<file path="src/rtl/status_pkg.sv">
package status_pkg;
  localparam int REG_W   = 8;
  localparam int ADDR_W  = 4;
  localparam int NGRP    = 3;
  localparam int GRP_STD = 0;
  localparam int GRP_OPR = 1;
  localparam int GRP_ERR = 2;
  // status byte bit positions
  localparam int SB_STD  = 5;
  localparam int SB_OPR  = 7;
  localparam int SB_ERR  = 2;
  localparam int SB_RQS  = 6;
  // address map: group g uses 3g (condition), 3g+1 (event), 3g+2 (enable)
  localparam int ADDR_STB = 9;
  localparam int ADDR_SRE = 10;

  typedef enum logic [1:0] {
    SEL_COND = 2'd0,
    SEL_EVT  = 2'd1,
    SEL_EN   = 2'd2
  } grp_sel_e;
endpackage

</file>
<file path="src/rtl/status_group.sv">
module status_group #(
  parameter int W = 8
) (
  input  logic         clk,
  input  logic         rst_n,
  input  logic [W-1:0] cond_i,
  input  logic         clr_ev_i,
  input  logic         en_wr_i,
  input  logic [W-1:0] wdata_i,
  output logic [W-1:0] ev_o,
  output logic [W-1:0] en_o,
  output logic         sum_o
);
  logic [W-1:0] prev_q, ev_q, en_q;
  logic [W-1:0] rise, ev_d;

  always_comb begin
    rise = cond_i & ~prev_q;
    ev_d = (clr_ev_i ? '0 : ev_q) | rise;
  end

  always_ff @(posedge clk or negedge rst_n) begin
    if (!rst_n) begin
      prev_q <= '0;
      ev_q   <= '0;
      en_q   <= '0;
    end else begin
      prev_q <= cond_i;
      ev_q   <= ev_d;
      if (en_wr_i) en_q <= wdata_i;
    end
  end

  assign ev_o  = ev_q;
  assign en_o  = en_q;
  assign sum_o = |(ev_q & en_q);

  p_rise_latch_r3: assert property (@(posedge clk) disable iff (!rst_n)
    (|rise) |=> ((ev_o & $past(rise)) == $past(rise)));
  p_event_hold_r3: assert property (@(posedge clk) disable iff (!rst_n)
    !clr_ev_i |=> ((ev_o & $past(ev_o)) == $past(ev_o)));
  p_clear_empty_r4: assert property (@(posedge clk) disable iff (!rst_n)
    (clr_ev_i && rise == '0) |=> (ev_o == '0));
  p_en_load_r6: assert property (@(posedge clk) disable iff (!rst_n)
    en_wr_i |=> (en_o == $past(wdata_i)));
  p_en_keep_r5: assert property (@(posedge clk) disable iff (!rst_n)
    !en_wr_i |=> $stable(en_o));
endmodule

</file>
<file path="src/rtl/status_summary.sv">
module status_summary
  import status_pkg::*;
(
  input  logic             clk,
  input  logic             rst_n,
  input  logic [NGRP-1:0]  grp_sum_i,
  input  logic             sre_wr_i,
  input  logic [REG_W-1:0] wdata_i,
  output logic [REG_W-1:0] sre_o,
  output logic [REG_W-1:0] stb_o,
  output logic             srq_o
);
  localparam logic [REG_W-1:0] RQS_MASK = REG_W'(1) << SB_RQS;

  logic [REG_W-1:0] sre_q, base;
  logic             srq;

  always_comb begin
    base          = '0;
    base[SB_STD]  = grp_sum_i[GRP_STD];
    base[SB_OPR]  = grp_sum_i[GRP_OPR];
    base[SB_ERR]  = grp_sum_i[GRP_ERR];
    srq           = |(base & sre_q & ~RQS_MASK);
  end

  always_ff @(posedge clk or negedge rst_n) begin
    if (!rst_n) sre_q <= '0;
    else if (sre_wr_i) sre_q <= wdata_i;
  end

  assign sre_o = sre_q;
  assign stb_o = base | (srq ? RQS_MASK : '0);
  assign srq_o = srq;

  p_srq_source_r9: assert property (@(posedge clk) disable iff (!rst_n)
    srq_o |-> (|(stb_o & sre_o & ~RQS_MASK)));
  p_sre_keep_r6: assert property (@(posedge clk) disable iff (!rst_n)
    !sre_wr_i |=> $stable(sre_o));
endmodule

</file>
<file path="src/rtl/status_regs_top.sv">
module status_regs_top
  import status_pkg::*;
(
  input  logic              clk,
  input  logic              rst_n,
  input  logic [REG_W-1:0]  std_cond_i,
  input  logic [REG_W-1:0]  oper_cond_i,
  input  logic [REG_W-1:0]  err_cond_i,
  input  logic              acc_rd_i,
  input  logic              acc_wr_i,
  input  logic [ADDR_W-1:0] acc_addr_i,
  input  logic [REG_W-1:0]  acc_wdata_i,
  output logic [REG_W-1:0]  acc_rdata_o,
  input  logic              clr_all_i,
  output logic [REG_W-1:0]  stb_o,
  output logic              srq_o
);
  // reset: asynchronous assert, synchronous release
  logic [1:0] rst_sync_q;
  logic       rst_int_n;

  always_ff @(posedge clk or negedge rst_n) begin
    if (!rst_n) rst_sync_q <= '0;
    else        rst_sync_q <= {rst_sync_q[0], 1'b1};
  end
  assign rst_int_n = rst_sync_q[1];

  logic [NGRP-1:0][REG_W-1:0] cond, ev, en;
  logic [NGRP-1:0]            clr_ev, en_wr, grp_sum;
  logic [REG_W-1:0]           sre, stb;
  logic                       sre_wr;

  assign cond[GRP_STD] = std_cond_i;
  assign cond[GRP_OPR] = oper_cond_i;
  assign cond[GRP_ERR] = err_cond_i;

  for (genvar g = 0; g < NGRP; g++) begin : g_grp
    localparam logic [ADDR_W-1:0] A_EVT = ADDR_W'(3*g + int'(SEL_EVT));
    localparam logic [ADDR_W-1:0] A_EN  = ADDR_W'(3*g + int'(SEL_EN));

    assign clr_ev[g] = clr_all_i | (acc_rd_i && acc_addr_i == A_EVT);
    assign en_wr[g]  = acc_wr_i && acc_addr_i == A_EN;

    status_group #(.W(REG_W)) u_grp (
      .clk      (clk),
      .rst_n    (rst_int_n),
      .cond_i   (cond[g]),
      .clr_ev_i (clr_ev[g]),
      .en_wr_i  (en_wr[g]),
      .wdata_i  (acc_wdata_i),
      .ev_o     (ev[g]),
      .en_o     (en[g]),
      .sum_o    (grp_sum[g])
    );
  end

  assign sre_wr = acc_wr_i && acc_addr_i == ADDR_W'(ADDR_SRE);

  status_summary u_sum (
    .clk       (clk),
    .rst_n     (rst_int_n),
    .grp_sum_i (grp_sum),
    .sre_wr_i  (sre_wr),
    .wdata_i   (acc_wdata_i),
    .sre_o     (sre),
    .stb_o     (stb),
    .srq_o     (srq_o)
  );

  always_comb begin
    acc_rdata_o = '0;
    for (int g = 0; g < NGRP; g++) begin
      if (acc_addr_i == ADDR_W'(3*g + int'(SEL_COND))) acc_rdata_o = cond[g];
      if (acc_addr_i == ADDR_W'(3*g + int'(SEL_EVT)))  acc_rdata_o = ev[g];
      if (acc_addr_i == ADDR_W'(3*g + int'(SEL_EN)))   acc_rdata_o = en[g];
    end
    if (acc_addr_i == ADDR_W'(ADDR_STB)) acc_rdata_o = stb;
    if (acc_addr_i == ADDR_W'(ADDR_SRE)) acc_rdata_o = sre;
  end

  assign stb_o = stb;

  p_unused_zero_r7: assert property (@(posedge clk) disable iff (!rst_int_n)
    (stb_o[0] | stb_o[1] | stb_o[3] | stb_o[4]) == 1'b0);
endmodule

</file>
<file path="config.mk">
export PLATFORM = sky130hd
export DESIGN_NAME = status_regs_top
export DESIGN_NICKNAME = d
export VERILOG_FILES = /design/src/rtl/status_pkg.sv /design/src/rtl/status_group.sv /design/src/rtl/status_summary.sv /design/src/rtl/status_regs_top.sv
export SDC_FILE = /design/constraint.sdc
export NUM_CORES = 1
export LEC_CHECK = 0
export ABC_AREA = 0
export BUFFER_PORTS_ARGS = -buffer_cell sky130_fd_sc_hd__buf_4
export CAP_MARGIN = 40
export CORE_UTILIZATION = 25
export CTS_CLUSTER_DIAMETER = 100
export CTS_CLUSTER_SIZE = 30
export DETAILED_ROUTE_END_ITERATION = 16
export GPL_TIMING_DRIVEN = 0
export HOLD_SLACK_MARGIN = 0.12
export PLACE_DENSITY = 0.44
export SYNTH_ARGS = -nofsm -noshare
export SYNTH_HDL_FRONTEND = slang
export SYNTH_SLANG_ARGS = --single-unit
</file>
<file path="constraint.sdc">
create_clock -name clk -period 3.5 [get_ports clk]
set_input_delay 0.875 -clock clk [delete_from_list [all_inputs] [get_ports clk]]
set_output_delay 0.875 -clock clk [all_outputs]
set_load 0.02 [all_outputs]
</file>
==> summary.md <==
| Metric | Value |
|---|---|
| Status | `finished, final reports clean` |
| Vias | `2810` |
| Largest net degree at the start of global routing | `50` |
| Largest family of logic cells by synthesized area | `multiplexers` |
| Post-synthesis compound-gate area fraction | `between 10% and 20%` |
| Hold/Removal Path Class | `reg -> async` |
| Endpoint class of the critical path | `output port` |
| Crit-path max FO | `10` |
| I/O pin count | `58` |
| Post-Syn Area | `just under 4000 sq um` |
| Die Ht | `126 microns` |
| DRT iter0 DRCs | `between 90 and 100` |
| Vias/cell | `4.77` |
| Diodes inserted | `0` |
| Clock sinks | `82` |
| Post-CTS Hold Buffers | `0` |
| Mux contribution to synthesized area | `18.1%` |
| Fill cells | `around 1500` |
| Startpoint types | `input pin` |
| Fin nets | `442` |
| DRC | `0` |
| RSZ-0062 raised after global routing | `false` |
| Max clock buf depth | `2` |
| PortBufs | `50` |
| Share of cells above drive strength 1 | `33.1%` |
| Core Box Area | `14800 sq um` |
| Synth unique cells | `44` |
| Num rows | `44` |
| Syn avg cell area | `between 10 and 15 sq um` |
| Simple-Gate Fraction of Synth Area | `between 8 and 9%` |
| Critical path's top delay family | `compound AO/OA/AOI/OAI gates` |
| P per Cell Area | `543 nW/um^2` |
| Peak supply drop | `approximately 0.00022 V` |
| Post-CTS Resized | `0` |
| Root buf cell | `clkbuf_16` |
| Clk slew on worst S/H paths | `0.06 ns` |
| Initial Util | `a little over a quarter` |
| Setup Fix Bufs, Post-CTS | `0` |
| CTS tree | `yes` |
| Fin. max-slew vios | `0` |
| Total Routed Length | `10.9 mm` |
| Routed Antenna Nets | `0` |
| Cell Chain, Critical Path | `buf_4, buf_4, nor2b_1, a22oi_1, o21ai_0, o21ai_0, o221ai_1, buf_4` |
| Most frequent cells in the layout | `dfrtp_1 (81), buf_4 (64), o21ai_0 (35)` |
| Async S/R FF share, synth | `100%` |
| Leakage | `2.16 nW` |
| Adder-Cell Fraction of Synth Area | `0%` |
| Vias in the first global route | `2808` |
| Gr ovfl total | `0` |
| Post-synth EDFFs | `0` |
| Period minus WS final | `3.35 ns` |
| Top_reg_cell synth | `dfrtp_1` |
| Final period util | `95.8%` |
| Max-Cap Viols | `0` |
| Fmax | `298 MHz` |
| Area of the die | `15900 sq um` |
| Later-pin clock latency in the skew report | `0.35 ns` |
| Setup Skew | `0.00529 ns` |
| Sequential area share after synthesis | `between 50 and 60%` |
| CTS H-tree depth | `3` |
| DP HPWL | `8.34 mm` |
| Area Growth Syn to Fin | `24.7%` |
| Wirelength per Cell | `18.4 microns` |
| Total GRT Usage | `14.6%` |
| Worst Tran Pin Value | `0.582 ns` |
| Kind of critical path | `in -> out` |
| RD Place Congestion | `just over 0.8` |
| CP max stage delay | `0.42 ns` |
| Hold WS | `0.283 ns` |
| Slew headroom | `slightly above 60%` |
| Xor/xnor share of the synthesized area | `0%` |
| Hold Violations, Final | `0` |
| Bufs and invs on worst path | `3` |
| CTS buffer count | `9` |
| Antenna violations before repair | `0` |
| Critical path's most frequent cell | `buf_4` |
| Worst path arrival time | `2.48 ns` |
| Worst EP required | `2.62 ns` |
| #FFs+latches synth | `82` |
| Global-route wire length before repair | `17.1 mm` |
| Total number of yosys warnings | `0` |
| Die Wd | `126 microns` |
| Slowest cell on the critical path | `nor2b_1` |
| DR pass1 iterations | `4` |
| Commonest non-fill, non-tap cell in the layout | `dfrtp_1` |
| Setup violations, final | `0` |
| Synthesized instance count | `333` |
| TNS Setup | `0 ns` |
-- metrics by stage --
stage | util, % | power (mW) | instances | setup slack (ns) | area [sq um]
4_1_cts | 32.5 | 2.65 | 589 | 0.158 | 4800
3_5_place_dp | 30.6 | 1.72 | 574 | 0.161 | 4520
3_3_place_gp | 30.3 | 1.70 | 570 | 0.0357 | 4470
6_report | 32.5 | 2.60 | 589 | 0.147 | 4800
5_1_grt | 32.5 | 2.75 | 589 | 0.0907 | 4800
2_1_floorplan | - | 1.50 | 336 | 0.555 | 3860
-- path summary, 6_finish.rpt --
| kind | startpoint | end | slack, ns | cells after the start |
|---|---|---|---|---|
| max | acc_addr_i[1] | acc_rdata_o[2] | 0.15 | 8 |
| min reg2reg | rst_sync_q[1]$_DFF_PN0_ | g_grp[1].u_grp.prev_q[5]$_DFF_PN0_ | 0.28 | 0 |
| max reg2reg | rst_sync_q[1]$_DFF_PN0_ | g_grp[2].u_grp.ev_o[3]$_DFF_PN0_ | 2.62 | 1 |
| min in group clk | rst_sync_q[0]$_DFF_PN0_ | rst_sync_q[1]$_DFF_PN0_ | 0.35 | 0 |
| min | rst_sync_q[1]$_DFF_PN0_ | g_grp[1].u_grp.prev_q[5]$_DFF_PN0_ | 0.28 | 0 |
| max in group asynchronous | rst_sync_q[1]$_DFF_PN0_ | g_grp[2].u_grp.ev_o[3]$_DFF_PN0_ | 2.62 | 1 |
-- flip-flops by register name (all words and copies together), names as in the netlist --
| register | cells |
|---|---|
| g_grp.u_grp.en_o | 24 |
| g_grp.u_grp.prev_q | 24 |
| g_grp.u_grp.ev_o | 24 |
| rst_sync_q | 2 |
| u_sum.sre_o | 8 |
-- cells by family after synthesis --
group / Yosys count
other: 2
buffers and inverters: 48
AND/OR/NAND/NOR: 65
multiplexers: 54
flip-flops: 82
AO/OA/AOI/OAI: 82
-- per-layer routing --
layer | GRT usage, % | vias up | share of wire (%)
li1 | - | 1326 | -
met1 | 19.6 | 1409 | 47
met2 | 22.5 | 62 | 47
met3 | 2.93 | 13 | 3.8
met4 | 7.23 | 0 | 2.5
met5 | 0 | - | 0
-- area by class of cell --
cell class                 count  area (sq um)  area share, %
clock inverter                 3          42.5          0.886
clock buffer                  12           236           4.93
timing repair buffer          54           425           8.86
buffer                        21           138           2.87
multi-input combinational    206          1570           32.7
tap                          184           230           4.80
inverter                      27           101           2.11
sequential                    82          2060           42.8
-- where the power goes --
| group | internal, mW | switching, mW |
|---|---|---|
| registers | 1.08 | 0.102 |
| clock network | 0.548 | 0.360 |
| logic | 0.264 | 0.255 |
-- Yosys cell counts (3+ instances only) --
master / instances / area (sq um)
mux2i_1: 13 / 130
o32ai_1: 3 / 26.3
nor2b_1: 3 / 18.8
nand3_1: 3 / 15.0
nand2b_1: 3 / 18.8
a31oi_1: 6 / 37.5
mux2_2: 32 / 360
buf_2: 8 / 40.0
mux4_2: 8 / 180
o211ai_1: 3 / 22.5
dfrtp_1: 82 / 2050
a22oi_1: 14 / 105
a21oi_1: 5 / 25.0
nor2_1: 9 / 33.8
o21ai_0: 35 / 175
inv_1: 26 / 97.6
buf_4: 11 / 82.6
nand2_1: 31 / 116
or3_1: 4 / 25.0
Power figures use the tool's default switching activity.
